### config.mk
export PLATFORM = sky130hd
export DESIGN_NAME = mux_disp_drv
export DESIGN_NICKNAME = d
export VERILOG_FILES = /design/src/rtl/mux_disp_pkg.sv /design/src/rtl/disp_prescaler.sv /design/src/rtl/disp_rate_sel.sv /design/src/rtl/disp_scan_fsm.sv /design/src/rtl/disp_seg_decode.sv /design/src/rtl/mux_disp_drv.sv
export SDC_FILE = /design/constraint.sdc
export NUM_CORES = 1
export LEC_CHECK = 0
export BUFFER_PORTS_ARGS = -buffer_cell sky130_fd_sc_hd__buf_2
export CAP_MARGIN = 20
export CORE_MARGIN = 2
export CORE_UTILIZATION = 53
export CTS_CLUSTER_SIZE = 24
export DETAILED_ROUTE_END_ITERATION = 10
export PLACE_DENSITY_LB_ADDON = 0.2
export SYNTH_ARGS = -nofsm -noshare
export SYNTH_HDL_FRONTEND = slang
export SYNTH_HIERARCHICAL = 1
export SYNTH_SLANG_ARGS = --single-unit
### constraint.sdc
create_clock -name clk -period 4.3 [get_ports clk]
set_clock_uncertainty 0.2 [all_clocks]
set_input_delay 1.29 -clock clk [delete_from_list [all_inputs] [get_ports clk]]
set_output_delay 1.29 -clock clk [all_outputs]
set_load 0.02 [all_outputs]
### src/rtl/mux_disp_pkg.sv
package mux_disp_pkg;

    localparam int unsigned DIGITS = 4;
    localparam int unsigned NIB_W  = 4;
    localparam int unsigned SEG_W  = 7;
    localparam int unsigned SCAN_W = $clog2(DIGITS);

    typedef enum logic [SCAN_W-1:0] {
        SCAN_D0 = 2'd0,
        SCAN_D1 = 2'd1,
        SCAN_D2 = 2'd2,
        SCAN_D3 = 2'd3
    } scan_state_e;

endpackage

### src/rtl/disp_prescaler.sv
module disp_prescaler #(
    parameter int unsigned LO_W = 16,
    parameter int unsigned HI_W = 8,
    localparam int unsigned PRE_W = LO_W + HI_W
) (
    input  logic             clk,
    input  logic             rst,
    output logic [PRE_W-1:0] count
);

    logic [LO_W-1:0] lo_q;
    logic [HI_W-1:0] hi_q;
    logic            lo_wrap;

    assign lo_wrap = &lo_q;

    always_ff @(posedge clk) begin
        if (rst) begin
            lo_q <= '0;
            hi_q <= '0;
        end else begin
            lo_q <= lo_q + 1'b1;
            if (lo_wrap) begin
                hi_q <= hi_q + 1'b1;
            end
        end
    end

    assign count = {hi_q, lo_q};

    // high half moves only when low half wraps
    p_carry_r2: assert property (@(posedge clk) disable iff (rst)
        lo_wrap |=> (hi_q == $past(hi_q) + 1'b1));
    p_hold_hi_r2: assert property (@(posedge clk) disable iff (rst)
        !lo_wrap |=> $stable(hi_q));
    // reset clears the prescaler
    p_clear_r1: assert property (@(posedge clk)
        rst |=> (count == '0));

endmodule

### src/rtl/disp_rate_sel.sv
module disp_rate_sel #(
    parameter int unsigned PRE_W = 24,
    parameter int unsigned TAP0  = 17,
    parameter int unsigned TAP1  = 19,
    parameter int unsigned TAP2  = 21,
    parameter int unsigned TAP3  = 23
) (
    input  logic             clk,
    input  logic             rst,
    input  logic [1:0]       rate_sel,
    input  logic [PRE_W-1:0] count,
    output logic             step
);

    logic [1:0] sel_q;
    logic       tap_now;
    logic       tap_prev;

    always_ff @(posedge clk) begin
        if (rst) begin
            sel_q    <= 2'd0;
            tap_prev <= 1'b0;
        end else begin
            sel_q    <= rate_sel;
            tap_prev <= tap_now;
        end
    end

    always_comb begin
        unique case (sel_q)
            2'd0:    tap_now = count[TAP0];
            2'd1:    tap_now = count[TAP1];
            2'd2:    tap_now = count[TAP2];
            default: tap_now = count[TAP3];
        endcase
    end

    assign step = tap_now & ~tap_prev;

    // a step is a single-cycle pulse
    p_single_step_r5: assert property (@(posedge clk) disable iff (rst)
        step |=> !step);
    // the tap choice lags the select input by one cycle
    p_sel_lag_r4: assert property (@(posedge clk) disable iff (rst)
        !$stable(rate_sel) |=> (sel_q == $past(rate_sel)));

endmodule

### src/rtl/disp_scan_fsm.sv
module disp_scan_fsm
    import mux_disp_pkg::*;
(
    input  logic              clk,
    input  logic              rst,
    input  logic              step,
    output scan_state_e       state,
    output logic [DIGITS-1:0] dig_en_n
);

    scan_state_e state_q;
    scan_state_e state_d;

    always_ff @(posedge clk) begin
        if (rst) begin
            state_q <= SCAN_D0;
        end else begin
            state_q <= state_d;
        end
    end

    always_comb begin
        state_d = state_q;
        if (step) begin
            unique case (state_q)
                SCAN_D0: state_d = SCAN_D1;
                SCAN_D1: state_d = SCAN_D2;
                SCAN_D2: state_d = SCAN_D3;
                SCAN_D3: state_d = SCAN_D0;
            endcase
        end
    end

    always_comb begin
        unique case (state_q)
            SCAN_D0: dig_en_n = 4'b1110;
            SCAN_D1: dig_en_n = 4'b1101;
            SCAN_D2: dig_en_n = 4'b1011;
            SCAN_D3: dig_en_n = 4'b0111;
        endcase
    end

    assign state = state_q;

    // hold without a step, wrap after the last digit
    p_hold_r5: assert property (@(posedge clk) disable iff (rst)
        !step |=> $stable(state_q));
    p_wrap_r5: assert property (@(posedge clk) disable iff (rst)
        (step && state_q == SCAN_D3) |=> (state_q == SCAN_D0));
    // exactly one enable low
    p_one_low_r6: assert property (@(posedge clk) disable iff (rst)
        $countones(dig_en_n) == 3);

endmodule

### src/rtl/disp_seg_decode.sv
module disp_seg_decode
    import mux_disp_pkg::*;
(
    input  logic [NIB_W-1:0] nibble,
    output logic [SEG_W-1:0] seg_n
);

    logic [SEG_W-1:0] seg_on;

    always_comb begin
        unique case (nibble)
            4'd0:    seg_on = 7'b0111111;
            4'd1:    seg_on = 7'b0000110;
            4'd2:    seg_on = 7'b1011011;
            4'd3:    seg_on = 7'b1001111;
            4'd4:    seg_on = 7'b1100110;
            4'd5:    seg_on = 7'b1101101;
            4'd6:    seg_on = 7'b1111101;
            4'd7:    seg_on = 7'b0000111;
            4'd8:    seg_on = 7'b1111111;
            4'd9:    seg_on = 7'b1101111;
            default: seg_on = 7'b0000000;
        endcase
    end

    assign seg_n = ~seg_on;

endmodule

### src/rtl/mux_disp_drv.sv
module mux_disp_drv
    import mux_disp_pkg::*;
#(
    parameter int unsigned LO_W = 16,
    parameter int unsigned HI_W = 8,
    parameter int unsigned TAP0 = 17,
    parameter int unsigned TAP1 = 19,
    parameter int unsigned TAP2 = 21,
    parameter int unsigned TAP3 = 23
) (
    input  logic        clk,
    input  logic        rst,
    input  logic [1:0]  rate_sel,
    input  logic [15:0] bcd_word,
    input  logic [3:0]  dp_in,
    output logic [6:0]  seg_n,
    output logic        dp_n,
    output logic [3:0]  dig_en_n
);

    localparam int unsigned PRE_W = LO_W + HI_W;

    logic [PRE_W-1:0] count;
    logic             step;
    scan_state_e      state;
    logic [NIB_W-1:0] nibble;
    logic             dp_sel;

    disp_prescaler #(.LO_W(LO_W), .HI_W(HI_W)) u_pre (
        .clk   (clk),
        .rst   (rst),
        .count (count)
    );

    disp_rate_sel #(
        .PRE_W(PRE_W), .TAP0(TAP0), .TAP1(TAP1), .TAP2(TAP2), .TAP3(TAP3)
    ) u_rate (
        .clk      (clk),
        .rst      (rst),
        .rate_sel (rate_sel),
        .count    (count),
        .step     (step)
    );

    disp_scan_fsm u_fsm (
        .clk      (clk),
        .rst      (rst),
        .step     (step),
        .state    (state),
        .dig_en_n (dig_en_n)
    );

    always_comb begin
        unique case (state)
            SCAN_D0: begin nibble = bcd_word[3:0];   dp_sel = dp_in[0]; end
            SCAN_D1: begin nibble = bcd_word[7:4];   dp_sel = dp_in[1]; end
            SCAN_D2: begin nibble = bcd_word[11:8];  dp_sel = dp_in[2]; end
            SCAN_D3: begin nibble = bcd_word[15:12]; dp_sel = dp_in[3]; end
        endcase
    end

    assign dp_n = ~dp_sel;

    disp_seg_decode u_dec (
        .nibble (nibble),
        .seg_n  (seg_n)
    );

    // reset shows digit 0
    p_reset_digit0_r1: assert property (@(posedge clk)
        rst |=> (dig_en_n == 4'b1110));
    // decimal point of the enabled digit
    p_dp_digit3_r8: assert property (@(posedge clk) disable iff (rst)
        (dig_en_n == 4'b0111) |-> (dp_n == !dp_in[3]));
    // non-decimal nibbles blank the digit
    p_blank_r9: assert property (@(posedge clk) disable iff (rst)
        (nibble > 4'd9) |-> (seg_n == 7'b1111111));

endmodule

# ---- Yosys cells after proc, flatten, opt, wreduce, memory -nomap -nowiden
# Memory sizes are Yosys's and may differ from the RTL's.
# Cells that the tools add are included.
dict set report word_totals {
  output_inout_bits 12
  wordCells 25
  mem_bits_ro 112
  ramBits 0
  inputBits 24
  regBits 29
  n_memories 1
  latch_bits 0
}
# memory words width read_ports rd_clocked_by_memory_dff write_ports line
set mem_list {}
lappend mem_list {{(no name shown)} 16 7 1 0 0 disp_seg_decode.sv:11} ;# unique case (nibble)
dict set report classes {
  reduce_logical 3
  bitwise 4
  addsub 2
  mux 5
  n_eq_ne 5
  order_cmp 0
  n_shift 0
  n_mul 0
  div 0
}
# op n
set ops {}
lappend ops {{$pmux W4 S4} 2}
lappend ops {{$add A16 B1 Y16 const B} 1}
lappend ops {{$reduce_and A16 Y1} 1}
lappend ops {{$add A8 B1 Y8 const B} 1}
lappend ops {{$pmux W2 S4} 1}
lappend ops {{$not A7 Y7} 1}
lappend ops {{$eq A2 B2 Y1 const B} 3}
lappend ops {{$eq A2 B1 Y1 const B} 2}
lappend ops {{$logic_not A2 Y1} 2}
lappend ops {{$pmux W1 S4} 1}
lappend ops {{$pmux W1 S3} 1}
lappend ops {{$not A1 Y1} 2}
lappend ops {{$and A1 B1 Y1} 1}

# ---- Depth between registers and ports, before layout
# An unclocked memory read counts as a cell.
dict set report depth {
  depth_word 4
  mapped_depth 7
  depth_no_buf 6
}

# ---- Cells and area by module
# The synthesis kept the hierarchy.
# module cells_each instances area_each_um2
set by_module_without_submodules {}
lappend by_module_without_submodules {disp_prescaler 120 1 1059.8}
lappend by_module_without_submodules {disp_seg_decode 28 1 190.2}
lappend by_module_without_submodules {disp_scan_fsm 16 1 138.9}
lappend by_module_without_submodules {mux_disp_drv 7 1 127.6}
lappend by_module_without_submodules {disp_rate_sel 8 1 122.6}

# ---- Worst setup path before layout
# No wires, ideal clock.
dict set report synth_timing {
  path_kind {input port to output port}
  from {input bcd_word[13]}
  to {output seg_n[3]}
  path_slack_ns 0.199
  path_buffers 0
  t_arrival_ns 2.611
  cell_stages 6
  cell_sequence {mux4_2 > inv_1 > ha_1 > or2_1 > a21oi_2 > a31oi_1}
}
dict set report synth_between {
  elab_chain_len 3
}
# element line
set synth_rtl {}
lappend synth_rtl {{from (decl)} mux_disp_drv.sv:14} ;# input logic [15:0] bcd_word,
lappend synth_rtl {{$pmux W4 S4} mux_disp_drv.sv:54} ;# unique case (state)
lappend synth_rtl {{$mem_v2 Z16 W7} n/a}
lappend synth_rtl {{$not A7 Y7} disp_seg_decode.sv:26} ;# assign seg_n = ~seg_on;
lappend synth_rtl {{to (decl)} mux_disp_drv.sv:16} ;# output logic [6:0] seg_n,
# No other way between the ends.

# ---- Final worst setup path
dict set report layout_timing {
  from {input bcd_word[13]}
  to {output seg_n[1]}
}
dict set report layout_between {
  elab_chain_len 3
}
# element line
set layout_rtl {}
lappend layout_rtl {{$pmux W4 S4} mux_disp_drv.sv:54}
lappend layout_rtl {{net nibble[1]} mux_disp_drv.sv:26} ;# logic [NIB_W-1:0] nibble;
lappend layout_rtl {{$mem_v2 Z16 W7} n/a}
lappend layout_rtl {{$not A7 Y7} disp_seg_decode.sv:26}
# The timed path passes the listed nets, and every way through them passes these cells.

==> impl_metrics.json <==
{
  "powerDensity_nw_per_um2": 263,
  "p_sw_uw": 125,
  "multiInputGateArea_sq_um": 972,
  "initial_core_util_pct": 54.6,
  "register_area_sq_um": 581,
  "port_buffers": 35,
  "die-width_um": 59.6,
  "wl_per_cell_um": 12.9,
  "avgSynthCellArea_sq_um": 9.16,
  "p_sw_share_pct": 25.0,
  "grt-ovfl-total": 0,
  "gp_congestion": 0.861,
  "grt_pass1_vias": 1321,
  "final.min_clock_period_ps": 4210,
  "path_clk_slew_ps": 90,
  "grt_max_degree": 31,
  "synth_area_sq_um": 1640,
  "seqPwrFrac_pct": 55.2,
  "final_net_count": 253,
  "synth-edff-count": 0,
  "synth_area_leaders": "dfxtp_1, ha_1, mux4_2",
  "dp_hpwl_um": 2430,
  "timing.rr.end": "u_pre/hi_q[6]$_SDFFE_PP0P_",
  "syn_inst": 179,
  "crit_path_end_kind": "output pin",
  "clock-sinks": 29,
  "finalHoldViolations": 0,
  "maxCapViolations": 0,
  "ys.flop_type": "dfxtp_1",
  "core_area_sq_um": 3000,
  "ys_types": 34,
  "dp_cells": 242,
  "cp_slowest_cell": "mux4_2",
  "drive_gt1_share_pct": 27.1,
  "critical_path.max_stage_delay_ps": 530,
  "p_int_uw": 374,
  "yosys.area.top_type": "dfxtp_1",
  "cp.buffers_inverters": 3,
  "ys_ff_latch": 29,
  "hold_path_end": "u_pre/lo_q[0]$_SDFF_PP0_",
  "cts_inserted_buffers": 5,
  "startpoint_type": "input port",
  "post-route-period-util_pct": 97.8,
  "antenna_found_initial": 0,
  "worstHoldPathCells": 1,
  "grt_pass1_wl_um": 5400,
  "synth_nets": 214,
  "min_path_type": "register to register",
  "clk_latency_ps": 330,
  "crit_fanout": 5,
  "grt_use_met1_pct": 22.5,
  "setup_viol": 0,
  "critPathKind": "input port to output pin",
  "worstPathRequired_ps": 2810,
  "use_met3_pct": 5.02,
  "drt_first_iter_violations": 75,
  "r2r_setup_slack_ps": 2090,
  "area_growth_pct": 15.4,
  "die-height_um": 59.6,
  "ys_warn_count": 6,
  "root_buffer": "clkbuf_4",
  "grt_usage_pct": 20.4,
  "crit_arrival_ps": 2720,
  "p_comb_share_pct": 11.4,
  "worstMarginPinSlew_ps": 676,
  "yosysSeqAreaShare_pct": 35.4,
  "drt-pass1-iter-count": 4,
  "top_usage_layer": "met2",
  "clock_path_buffers": 2,
  "num_vias": 1385,
  "final_antenna_net_count": 0,
  "leakagePower_uw": 0.000743,
  "synthArstFlopShare_pct": 0,
  "use_met2_pct": 35.6,
  "netlist.area_leader.share_pct": 35.4,
  "drc_errors": 0,
  "hold_buffers": 0,
  "fp-row-count": 20,
  "max_freq_mhz": 238,
  "viasPerCell": 5.52,
  "max-slew-margin-rel_pct": 54.5,
  "critPathTopFamily": "multiplexers",
  "ios": 36,
  "wirelength_um": 3250,
  "ff2ff_path_depth": 5,
  "cts_tree": "built",
  "path_cells": "buf_2 -> mux4_2 -> inv_2 -> ha_1 -> o21ai_0 -> o21ai_0 -> buf_2",
  "pwr-share-clk_pct": 33.5,
  "status": "complete, no violations",
  "n_antenna_cell": 0,
  "slew_viol_final": 0,
  "hold-worst-slack_ps": 274,
  "htreeDepth": 2,
  "hold_start": "u_pre/lo_q[0]$_SDFF_PP0_",
  "ir_drop_v": 0.000193,
  "fillers": 262,
  "finalNonFillerCells": 251,
  "dieArea_sq_um": 3550,
  "r2r-start": "u_pre/lo_q[0]$_SDFF_PP0_"
}
## sequential cells by signal, indices dropped and copies added (netlist names)
register and cells:
u_pre/hi_q 8, u_pre/lo_q 16, u_rate/sel_q 2, u_rate/tap_prev 1
u_fsm/state 2
## routing by layer
metal | vias up | share of wire, %
li1 | 704 | -
met1 | 626 | 45
met2 | 46 | 46
met3 | 9 | 7.1
met4 | 0 | 2.1
met5 | - | 0
## Yosys cell counts, types with 2 or more instances
library cell,number
nor3_1,4
nor2b_4,2
buf_6,2
xor2_1,6
nor2_1,22
ha_1,11
dfxtp_1,29
a31oi_1,2
inv_1,14
nor2b_1,3
nor4_1,4
xnor2_1,9
nand4b_1,2
nand2b_1,3
o21ai_0,9
or3_1,4
nand2_1,11
clkbuf_1,3
a21oi_1,11
mux4_2,6
nand3_1,5
nand4_1,4
or4_4,2
## layout make-up
| class | instances | share of cell area (%) |
|---|---|---|
| repair buffers | 37 | 10.1 |
| flip-flops and latches | 29 | 30.7 |
| inverters | 14 | 2.78 |
| well taps | 33 | 2.18 |
| multi-input cells | 131 | 51.4 |
| clock buffers | 7 | 2.91 |
## worst max path at each step
stage	startpoint	end	slack (ps)	depth (start not counted)
3_3_place_gp	bcd_word[13]	seg_n[1]	130	7
6_report	bcd_word[13]	seg_n[1]	90	7
4_1_cts	bcd_word[13]	seg_n[1]	20	7
5_1_grt	bcd_word[1]	seg_n[1]	-1	7
2_1_floorplan	bcd_word[13]	seg_n[3]	200	6
3_5_place_dp	bcd_word[13]	seg_n[1]	20	7
## metrics by stage
step | cell area (sq um) | utilization (%) | power, uW | setup WS [ps] | TNS (ps)
floorplan | 1640 | - | 315 | 199 | 0
global placement | 1820 | 60.7 | 333 | 131 | 0
detailed placement | 1820 | 60.7 | 336 | 15.7 | 0
CTS | 1880 | 62.5 | 502 | 15.2 | 0
global route | 1890 | 63.0 | 522 | -1.33 | -1.33
finish | 1890 | 63.0 | 498 | 94.1 | 0
## layout by cell type, fill, tap and decap left out, drive strengths merged, types with 5 or more instances in the layout
master  count
buf        37
dfxtp      29
nor2       22
inv        14
a21oi      12
ha         11
nand2      11
o21ai       9
xnor2       9
clkbuf      7
mux4        6
xor2        6
nand4       6
nand3       5
nor2b       5
## power by group through the flow
stage | Clock, uW | Sequential [uW] | Combinational (uW)
detailed placement | 0 | 281 | 54.7
global route | 184 | 275 | 62.2
CTS | 172 | 275 | 55.1
global placement | 0 | 281 | 52.3
floorplan | 0 | 280 | 34.5
finish | 167 | 275 | 56.7
## cells by family after synthesis
kind of cell	Yosys count	share of synthesized area (%)
xor+xnor	15	8.02
flops	29	35.4
mux	7	8.86
compound gates	26	8.93
simple gates	72	25.1
fa+ha+maj	11	8.40
buf+inv	19	5.27
## repair_timing
item / in CTS / in global routing
endpoints found under the setup margin: 0 / 2
resized for setup: 0 / 1
buffers inserted: 0 / 2
Power figures use the tool's default switching activity.
